`src/rtl/ext_pkg.sv`:
```
package ext_pkg;

  typedef enum logic [1:0] {
    ACC_ADDR     = 2'd0,
    ACC_DATA     = 2'd1,
    ACC_DATA_INC = 2'd2,
    ACC_DATA_WRI = 2'd3
  } acc_t;

  // power-up contents of the extended bank, by index from its base
  function automatic logic [15:0] ext_reset_value(input int unsigned idx);
    logic [15:0] v;
    case (idx)
      0:       v = 16'h00C5;
      1:       v = 16'h0067;
      2:       v = 16'h0070;
      3:       v = 16'h0003;
      4:       v = 16'h0020;
      5:       v = 16'h0000;
      6:       v = 16'h0040;
      7:       v = 16'h0000;
      8:       v = 16'h0040;
      9:       v = 16'h0020;
      default: v = 16'h0000;
    endcase
    return v;
  endfunction

endpackage

```
`src/rtl/ira_reset_sync.sv`:
```
module ira_reset_sync #(
  parameter int STAGES = 2
) (
  input  logic clk,
  input  logic rst_n,
  output logic rst_sync_n
);
  logic [STAGES-1:0] sync_r;

  always_ff @(posedge clk or negedge rst_n) begin
    if (!rst_n) sync_r <= '0;
    else        sync_r <= {sync_r[STAGES-2:0], 1'b1};
  end

  assign rst_sync_n = sync_r[STAGES-1];
endmodule

```
`src/rtl/ira_ctl_reg.sv`:
```
module ira_ctl_reg
  import ext_pkg::*;
#(
  parameter int DEV_W = 5
) (
  input  logic             clk,
  input  logic             rst_n,
  input  logic             wr_en,
  input  acc_t             type_in,
  input  logic [DEV_W-1:0] dev_in,
  output acc_t             acc_type,
  output logic [DEV_W-1:0] dev_addr
);
  acc_t             type_r, type_nxt;
  logic [DEV_W-1:0] dev_r, dev_nxt;

  always_comb begin
    type_nxt = type_r;
    dev_nxt  = dev_r;
    if (wr_en) begin
      type_nxt = type_in;
      dev_nxt  = dev_in;
    end
  end

  always_ff @(posedge clk or negedge rst_n) begin
    if (!rst_n) begin
      type_r <= ACC_ADDR;
      dev_r  <= '0;
    end else if (wr_en) begin
      type_r <= type_nxt;
      dev_r  <= dev_nxt;
    end
  end

  assign acc_type = type_r;
  assign dev_addr = dev_r;
endmodule

```
`src/rtl/ira_addr_ptr.sv`:
```
module ira_addr_ptr #(
  parameter int PTR_W = 16
) (
  input  logic             clk,
  input  logic             rst_n,
  input  logic             load,
  input  logic             inc,
  input  logic [PTR_W-1:0] load_val,
  output logic [PTR_W-1:0] ptr
);
  logic [PTR_W-1:0] ptr_r, ptr_nxt;
  logic             ptr_en;

  assign ptr_en = load | inc;

  always_comb begin
    ptr_nxt = ptr_r;
    if (load)     ptr_nxt = load_val;
    else if (inc) ptr_nxt = ptr_r + PTR_W'(1);
  end

  always_ff @(posedge clk or negedge rst_n) begin
    if (!rst_n)      ptr_r <= '0;
    else if (ptr_en) ptr_r <= ptr_nxt;
  end

  assign ptr = ptr_r;
endmodule

```
`src/rtl/ira_ext_file.sv`:
```
module ira_ext_file
  import ext_pkg::*;
#(
  parameter int               REG_W     = 16,
  parameter int               EXT_W     = 8,
  parameter int               EXT_COUNT = 10,
  parameter logic [REG_W-1:0] EXT_BASE  = 16'h01E0
) (
  input  logic             clk,
  input  logic             rst_n,
  input  logic             we,
  input  logic [REG_W-1:0] ptr,
  input  logic [EXT_W-1:0] wdata,
  output logic [EXT_W-1:0] rd_val
);
  localparam int BANK_W = EXT_COUNT * EXT_W;

  logic [REG_W-1:0]  off;
  logic              hit;
  logic [BANK_W-1:0] bank;

  assign off = ptr - EXT_BASE;
  assign hit = (ptr >= EXT_BASE) && (off < REG_W'(EXT_COUNT));

  for (genvar i = 0; i < EXT_COUNT; i++) begin : g_reg
    logic             sel;
    logic             en;
    logic [EXT_W-1:0] q_r, q_nxt;

    assign sel = hit && (off == REG_W'(i));
    assign en  = we && sel;

    always_comb begin
      q_nxt = q_r;
      if (en) q_nxt = wdata;
    end

    always_ff @(posedge clk or negedge rst_n) begin
      if (!rst_n)  q_r <= EXT_W'(ext_reset_value(i));
      else if (en) q_r <= q_nxt;
    end

    assign bank[i*EXT_W +: EXT_W] = q_r;
  end

  always_comb begin
    rd_val = '0;
    for (int i = 0; i < EXT_COUNT; i++) begin
      if (hit && (off == REG_W'(i))) rd_val = bank[i*EXT_W +: EXT_W];
    end
  end
endmodule

```
`src/rtl/ext_reg_access.sv`:
```
module ext_reg_access
  import ext_pkg::*;
#(
  parameter int                 REG_W      = 16,
  parameter int                 DADDR_W    = 5,
  parameter int                 DEV_W      = 5,
  parameter int                 EXT_W      = 8,
  parameter int                 EXT_COUNT  = 10,
  parameter logic [DADDR_W-1:0] CTL_ADDR   = 5'h0D,
  parameter logic [DADDR_W-1:0] DATA_ADDR  = 5'h0E,
  parameter logic [DEV_W-1:0]   VENDOR_DEV = 5'h1F,
  parameter logic [REG_W-1:0]   EXT_BASE   = 16'h01E0
) (
  input  logic               clk,
  input  logic               rst_n,
  input  logic [DADDR_W-1:0] reg_addr,
  input  logic               reg_wr,
  input  logic               reg_rd,
  input  logic [REG_W-1:0]   reg_wdata,
  output logic [REG_W-1:0]   reg_rdata,
  output logic               reg_rvalid
);
  localparam int TYPE_W = 2;
  localparam int GAP_W  = REG_W - TYPE_W - DEV_W;
  localparam int PAD_W  = REG_W - EXT_W;

  logic             rst_sync_n;
  acc_t             acc_type;
  logic [DEV_W-1:0] dev_addr;
  logic [REG_W-1:0] ptr;
  logic [EXT_W-1:0] ext_val;

  logic sel_ctl, sel_data, data_mode, vendor;
  logic wr_go, rd_go;
  logic ctl_we, ptr_load, ptr_inc, data_acc, ext_we;

  logic [REG_W-1:0] rdata_r, rdata_nxt;
  logic             rvalid_r, rvalid_nxt;

  ira_reset_sync #(.STAGES(2)) u_rst (
    .clk        (clk),
    .rst_n      (rst_n),
    .rst_sync_n (rst_sync_n)
  );

  // access decode; a write wins if both strobes appear together
  assign sel_ctl   = (reg_addr == CTL_ADDR);
  assign sel_data  = (reg_addr == DATA_ADDR);
  assign wr_go     = reg_wr;
  assign rd_go     = reg_rd & ~reg_wr;
  assign data_mode = (acc_type != ACC_ADDR);
  assign vendor    = (dev_addr == VENDOR_DEV);

  assign ctl_we   = wr_go & sel_ctl;
  assign ptr_load = wr_go & sel_data & ~data_mode;
  assign data_acc = sel_data & data_mode & (wr_go | rd_go);
  assign ptr_inc  = data_acc & ((acc_type == ACC_DATA_INC) |
                                ((acc_type == ACC_DATA_WRI) & wr_go));
  assign ext_we   = wr_go & sel_data & data_mode & vendor;

  ira_ctl_reg #(.DEV_W(DEV_W)) u_ctl (
    .clk      (clk),
    .rst_n    (rst_sync_n),
    .wr_en    (ctl_we),
    .type_in  (acc_t'(reg_wdata[REG_W-1 -: TYPE_W])),
    .dev_in   (reg_wdata[DEV_W-1:0]),
    .acc_type (acc_type),
    .dev_addr (dev_addr)
  );

  ira_addr_ptr #(.PTR_W(REG_W)) u_ptr (
    .clk      (clk),
    .rst_n    (rst_sync_n),
    .load     (ptr_load),
    .inc      (ptr_inc),
    .load_val (reg_wdata),
    .ptr      (ptr)
  );

  ira_ext_file #(
    .REG_W     (REG_W),
    .EXT_W     (EXT_W),
    .EXT_COUNT (EXT_COUNT),
    .EXT_BASE  (EXT_BASE)
  ) u_ext (
    .clk    (clk),
    .rst_n  (rst_sync_n),
    .we     (ext_we),
    .ptr    (ptr),
    .wdata  (reg_wdata[EXT_W-1:0]),
    .rd_val (ext_val)
  );

  // read path: value formed from state before this cycle's updates
  always_comb begin
    rdata_nxt  = rdata_r;
    rvalid_nxt = rd_go;
    if (rd_go) begin
      rdata_nxt = '0;
      if (sel_ctl) begin
        rdata_nxt = {acc_type, {GAP_W{1'b0}}, dev_addr};
      end else if (sel_data) begin
        if (!data_mode)  rdata_nxt = ptr;
        else if (vendor) rdata_nxt = {{PAD_W{1'b0}}, ext_val};
      end
    end
  end

  always_ff @(posedge clk or negedge rst_sync_n) begin
    if (!rst_sync_n) rdata_r <= '0;
    else if (rd_go)  rdata_r <= rdata_nxt;
  end

  always_ff @(posedge clk or negedge rst_sync_n) begin
    if (!rst_sync_n) rvalid_r <= 1'b0;
    else             rvalid_r <= rvalid_nxt;
  end

  assign reg_rdata  = rdata_r;
  assign reg_rvalid = rvalid_r;
endmodule

```
`config.mk`:
```
export PLATFORM = sky130hd
export DESIGN_NAME = ext_reg_access
export DESIGN_NICKNAME = d
export VERILOG_FILES = /design/src/rtl/ext_pkg.sv /design/src/rtl/ira_reset_sync.sv /design/src/rtl/ira_ctl_reg.sv /design/src/rtl/ira_addr_ptr.sv /design/src/rtl/ira_ext_file.sv /design/src/rtl/ext_reg_access.sv
export SDC_FILE = /design/constraint.sdc
export NUM_CORES = 1
export LEC_CHECK = 0
export BUFFER_PORTS_ARGS = -buffer_cell sky130_fd_sc_hd__buf_2
export CAP_MARGIN = 5
export CORE_ASPECT_RATIO = 2
export CORE_MARGIN = 2
export CORE_UTILIZATION = 50
export CTS_CLUSTER_DIAMETER = 60
export CTS_CLUSTER_SIZE = 20
export DETAILED_ROUTE_END_ITERATION = 10
export GPL_TIMING_DRIVEN = 1
export PLACE_DENSITY = 0.75
export SLEW_MARGIN = 40
export SYNTH_ARGS = -nofsm -noshare
export SYNTH_HDL_FRONTEND = slang
export SYNTH_HIERARCHICAL = 1
export SYNTH_SLANG_ARGS = --single-unit
export TNS_END_PERCENT = 20
```
`constraint.sdc`:
```
create_clock -name clk -period 6.2 [get_ports clk]
set_input_delay 0.31 -clock clk [delete_from_list [all_inputs] [get_ports clk]]
set_output_delay 0.31 -clock clk [all_outputs]
set_load 0.02 [all_outputs]
```
* Word-level counts from Yosys, hierarchy flattened
Index checks and enable logic that the tools add are counted.
W data, S select, Z words.
** Storage, ports and cells
- Register bits :: 122
- Bits of input ports :: 25
- Logic and storage cells :: 90
** Cells by class
- Add/subtract/negate cells :: 2
- $lt $le $gt $ge :: 2
- Eq/ne operators :: 14
- Multiplexer cells :: 16
- Bitwise logic cells :: 15
- Reduce and logical (&&, ||, !) cells :: 25
** Operators with widths (count)
- $mux W8 :: 11
- $mux W16 :: 5
- $eq A16 B3 Y1 const B :: 4
- $eq A16 B2 Y1 const B :: 2
- $eq A16 B4 Y1 const B :: 2
- $logic_and A1 B1 Y1 :: 21
- $add A16 B1 Y16 const B :: 1
- $eq A16 B1 Y1 const B :: 1
- $ge A16 B9 Y1 const B :: 1
- $logic_not A16 Y1 :: 1
- $lt A16 B4 Y1 const B :: 1
- $sub A16 B9 Y16 const B :: 1
- $and A1 B1 Y1 :: 10
- $eq A5 B4 Y1 const B :: 2
- $eq A5 B5 Y1 const B :: 1
- $eq A2 B2 Y1 const B :: 2
- $reduce_bool A2 Y1 :: 2
- $or A1 B1 Y1 :: 3
- $not A1 Y1 :: 2
- $reduce_and A2 Y1 :: 1

* Longest topological paths before layout
- Depth after elaboration :: 18
- Gate-level depth with buffers :: 9

* Cells and area by module
Netlist, hierarchy kept.
** Modules (own cells, without submodules)
- ira_ext_file :: times used 1, cells each 355, area each 4332.9 µm², sequential area each 2024.4 µm²
- ira_addr_ptr :: times used 1, cells each 98, area each 933.4 µm², sequential area each 400.4 µm²
- ext_reg_access :: times used 1, cells each 81, area each 878.3 µm², sequential area each 425.4 µm²
- ira_ctl_reg :: times used 1, cells each 15, area each 291.5 µm², sequential area each 175.2 µm²
- ira_reset_sync :: times used 1, cells each 3, area each 53.8 µm², sequential area each 50.0 µm²

* Worst setup path after synthesis
Ideal clock, no wire load.
- Path type :: reg2reg
- Start point :: reg u_ptr.ptr_r[5], in the netlist u_ptr/ptr[5]
- End point :: reg u_ext.g_reg[0].q_r[3]
- Setup time :: 0.128 ns
- Arrival time :: 2.240 ns
- Slack :: 3.833 ns
- Cell stages (with the launch flop) :: 8
- Path buffers :: 1
- Clock period less this slack :: 2.367 ns
- Cells stage by stage :: dfrtp_1 ha_1 nor3b_2 nand4_1 a311oi_2 buf_6 nand4_4 mux2_1
** Between the ends
- Cells in the longest elaborated chain, start to end :: 5
- Elaborated cells on any way between the ends :: 7
** RTL lines
- start, declared :: RTL line ira_addr_ptr.sv:11 : logic [PTR_W-1:0] ptr_r, ptr_nxt;
- start signal, assigned :: RTL line ira_addr_ptr.sv:24 : else if (ptr_en) ptr_r <= ptr_nxt;
- $sub A16 B9 Y16 :: RTL line ira_ext_file.sv:22 : assign off = ptr - EXT_BASE;
- $lt A16 B4 Y1 :: RTL line ira_ext_file.sv:23 : assign hit = (ptr >= EXT_BASE) && (off < REG_W'(EXT_COUNT));
- $logic_and A1 B1 Y1 :: RTL line ira_ext_file.sv:23
- $logic_and A1 B1 Y1 * :: RTL line ira_ext_file.sv:30 : assign sel = hit && (off == REG_W'(i));
- $logic_and A1 B1 Y1 * :: RTL line ira_ext_file.sv:31 : assign en = we && sel;
- end signal, assigned :: RTL line ira_ext_file.sv:39 : if (!rst_n) q_r <= EXT_W'(ext_reset_value(i));
- end signal, assigned :: RTL line ira_ext_file.sv:40 : else if (en) q_r <= q_nxt;
- end, declared :: RTL line ira_ext_file.sv:28 : logic [EXT_W-1:0] q_r, q_nxt;
Mark *: on every way between the ends. The rest lies on a longest branch, timed or not.
A chain may end at the register's enable or synchronous reset.

* Worst setup path in the final report
- Start point :: reg u_ptr.ptr_r[6], in the netlist u_ptr/ptr[6]
- End point :: reg rdata_r[0], in the netlist reg_rdata[0]
** Between the ends
- Cells in the longest elaborated chain, start to end :: 18
- Elaborated cells on any way between the ends :: 38
** RTL lines
- $sub A16 B9 Y16 :: RTL line ira_ext_file.sv:22
- $lt A16 B4 Y1 :: RTL line ira_ext_file.sv:23
- $logic_and A1 B1 Y1 :: RTL line ira_ext_file.sv:23
- $logic_and A1 B1 Y1 :: RTL line ira_ext_file.sv:49 : if (hit && (off == REG_W'(i))) rd_val = bank[i*EXT_W +: EXT_W];
- $mux W8 (9 in series) :: RTL line ira_ext_file.sv:49
- $mux W8 * :: RTL line ira_ext_file.sv:49
- via ext_val[0] :: RTL line ext_reg_access.sv:31 : logic [EXT_W-1:0] ext_val;
- $mux W8 * :: RTL line ext_reg_access.sv:104 : else if (vendor) rdata_nxt = {{PAD_W{1'b0}}, ext_val};
- $mux W16 * :: RTL line ext_reg_access.sv:103 : if (!data_mode) rdata_nxt = ptr;
- $mux W16 * :: RTL line ext_reg_access.sv:102 : end else if (sel_data) begin
- $mux W16 * :: RTL line ext_reg_access.sv:100 : if (sel_ctl) begin
- end signal, assigned :: RTL line ext_reg_access.sv:111 : else if (rd_go) rdata_r <= rdata_nxt;
- end, declared :: RTL line ext_reg_access.sv:37 : logic [REG_W-1:0] rdata_r, rdata_nxt;
The timed path passes the listed nets; every way through them passes the cells marked *.

==> results.toml <==
[status]
status = "complete, no violations"

[grt]
top_usage_layer = "met2"
grt_max_degree = 50
met3_usage_pct = 5.42
grt_pass1_vias = 5141
antenna_found_initial = 0
grt_pass1_wl_mm = 27.8
gr-usage-met1_pct = 26.7
grt.overflow.total = 0
grt.met2_usage_pct = 46.8
grtUsageTotal_pct = 26.3

[pwr]
power.internal_mw = 1.63
p_sw_share_pct = 30.5
combPwrFrac_pct = 16.8
p_clk_share_pct = 43.7
p_total_mw = 2.34
p_per_area_nw_per_um2 = 317
peakVddDrop_mv = 0.317
cellLeakagePower_nw = 3.33
netSwitchingPower_mw = 0.715
pwr-share-seq_pct = 39.5

[placement]
place_ws_ns = 3.07
portBuffers = 41
postPlaceCellArea_sq_um = 6770
dp.cells = 713
place.gp.congestion = 0.933
dp_hpwl_mm = 11.9

[hold_path]
hold_path_class = "primary input to flop"

[finish]
fin_util_pct = 58.6
nets = 610
finalInstanceArea_sq_um = 7400
syn2layout_area_growth_pct = 14.1
drive_gt1_share_pct = 36.6
final_cells = 746
final_cell_mix = "dfrtp_1 (101), mux2_2 (81), buf_2 (41)"
final_common_cell = "dfrtp_1"
diodes = 0

[cts]
cts_tree = "built"
clk-insertion-delay-late_ns = 0.42
cts_root_buf = "clkbuf_16"
clock_sinks = 122
cts_setup_buffers = 0
htree_levels = 4
clkTransAtPathRegs_ns = 0.06
cts_buffers = 17
clockBufferDepth = 2

[drt]
vias = 4861
firstDrtPassIters = 7
drc = 0
postRouteAntennaNets = 0
drt_iter0_markers = 499
wire_per_inst_um = 23.3
routed_via_density = 6.52
drt-total-wl_mm = 17.4

[worst_setup_path]
worstPathMaxFanout = 10
cp.required_ns = 6.52
critPathKind = "flop to flop"
cp-end-kind = "flop"
startpoint_type = "flop"
cp.arrival_ns = 3.53

[synthesis]
synth.area.top_cells = "dfrtp_1 (40%), mux2_2 (14%), dfstp_2 (7.3%)"
yosysTopAreaCell = "dfrtp_1"
synth_top_flop_cell = "dfrtp_1"
yosysWarnings = 6
yosysTopAreaCellShare_pct = 40.1
synth_cells = 552
synth-seq-area-share_pct = 47.4
synth_edf_count = 0
synth_nets = 579
syn_area_sq_um = 6490
synthDistinctLibCells = 67
syn_avg_cell_area_sq_um = 11.8
async_reset_ff_share_pct = 100
ys_seq_elements = 122

[sta]
min_period_over_period_pct = 51.9
timing.fmax_mhz = 311
slew_viol_final = 0
setup_violations = 0
worstMarginPinSlew_ns = 0.863
clock_skew_ns = 0.00811
whs_ns = 0.110
fin_crit_ns = 3.22
rsz0062_at_grt = "no"
slew_headroom_pct = 42.5
setup_ws_ns = 2.98
hold_viol = 0
fin_tns_setup_ns = 0

[floorplan]
core_area_sq_um = 12600
start_util_pct = 51.4
rows = 58
die_h_um = 165
ios = 42
die_w_um = 84.6
dieArea_sq_um = 14000

[run]
maxCapViolCount = 0
-- worst max-delay path: stages (launching register included) --
cell and delay [ns]:
dfrtp_1 0.55, ha_1 0.32, nand3_1 0.11, a2111oi_0 0.37, nand3b_1 0.49, buf_4 0.30
nand2_1 0.24, a21oi_1 0.30, a32oi_1 0.18, o221ai_1 0.25
-- cells in the mapped netlist, types with 7 or more instances --
cell        n
nor2_1     24
dfrtp_1   104
mux2_2     81
and3b_1     7
o21ai_1     7
o221ai_1   11
buf_1       9
nand3_1    12
nand4_4    10
nand2_1    34
a21oi_1    23
mux2_4      7
clkbuf_1   15
a32oi_1     8
and3_1      7
mux2i_1    21
dfstp_2    18
xnor2_1    10
o21ai_0    29
a22o_1      7
-- path summary, 6_finish.rpt --
kind                            startpoint               to  slack [ns]  cells after the start
setup / recovery              u_ptr/ptr[6]     reg_rdata[0]        2.98                      9
hold / removal                reg_wdata[8]     u_ptr/ptr[8]        0.11                      3
setup reg to reg              u_ptr/ptr[6]     reg_rdata[0]        2.98                      9
hold reg to reg            u_rst/sync_r[1]     reg_rdata[2]        0.26                      0
max in group asynchronous  u_rst/sync_r[1]     u_ptr/ptr[0]        4.94                      1
min in group asynchronous            rst_n  u_rst/sync_r[1]        0.20                      2
-- flip-flops by register name (all words and copies together), names as in the netlist --
name,count
u_ptr/ptr,16
reg_rvalid,1
u_ctl/acc_type,2
u_ext/g.q_r,80
reg_rdata,16
u_ctl/dev_addr,5
u_rst/sync_r,2
-- routing by layer --
metal | vias to the layer above | part of all wire (%)
met3 | 66 | 4.7
li1 | 2134 | -
met1 | 2449 | 34
met4 | 0 | 7.9
met2 | 212 | 54
met5 | - | 0
-- power groups by stage --
stage          logic [mW]  clock network [mW]  registers [mW]
2_1_floorplan       0.285                   0           0.908
3_3_place_gp        0.361                   0           0.939
3_5_place_dp        0.378                   0           0.936
4_1_cts             0.385                1.03           0.924
5_1_grt             0.419                1.07           0.934
6_report            0.393                1.03           0.926
-- repair_timing --
action,in CTS,in global routing
gates resized for setup,0,0
endpoints found under the hold margin,2,0
hold buffers,1,0
endpoints found under the setup margin,0,0
-- layout make-up --
class | count | area [sq um]
clock buffers | 21 | 470
clock inverters | 11 | 144
fillers | 1043 | 5220
inverters | 4 | 17.5
multi-input cells | 390 | 3230
flip-flops and latches | 122 | 3080
well taps | 150 | 188
repair buffers | 48 | 273
-- kinds of logic (layout without fill, tap and decap cells) --
logic type | after synthesis | in the layout | share of synthesized area, %
other | 1 | 1 | 0.0578
xor gates and xnor gates | 15 | 15 | 2.14
AOI/OAI and AO/OA | 113 | 113 | 11.8
buffers and inverters | 40 | 84 | 3.14
and+or+nand+nor | 149 | 149 | 16.0
DFF | 122 | 122 | 47.4
adders and majority gates | 2 | 2 | 0.386
muxes | 110 | 110 | 19.1
Power figures use the tool's default switching activity.
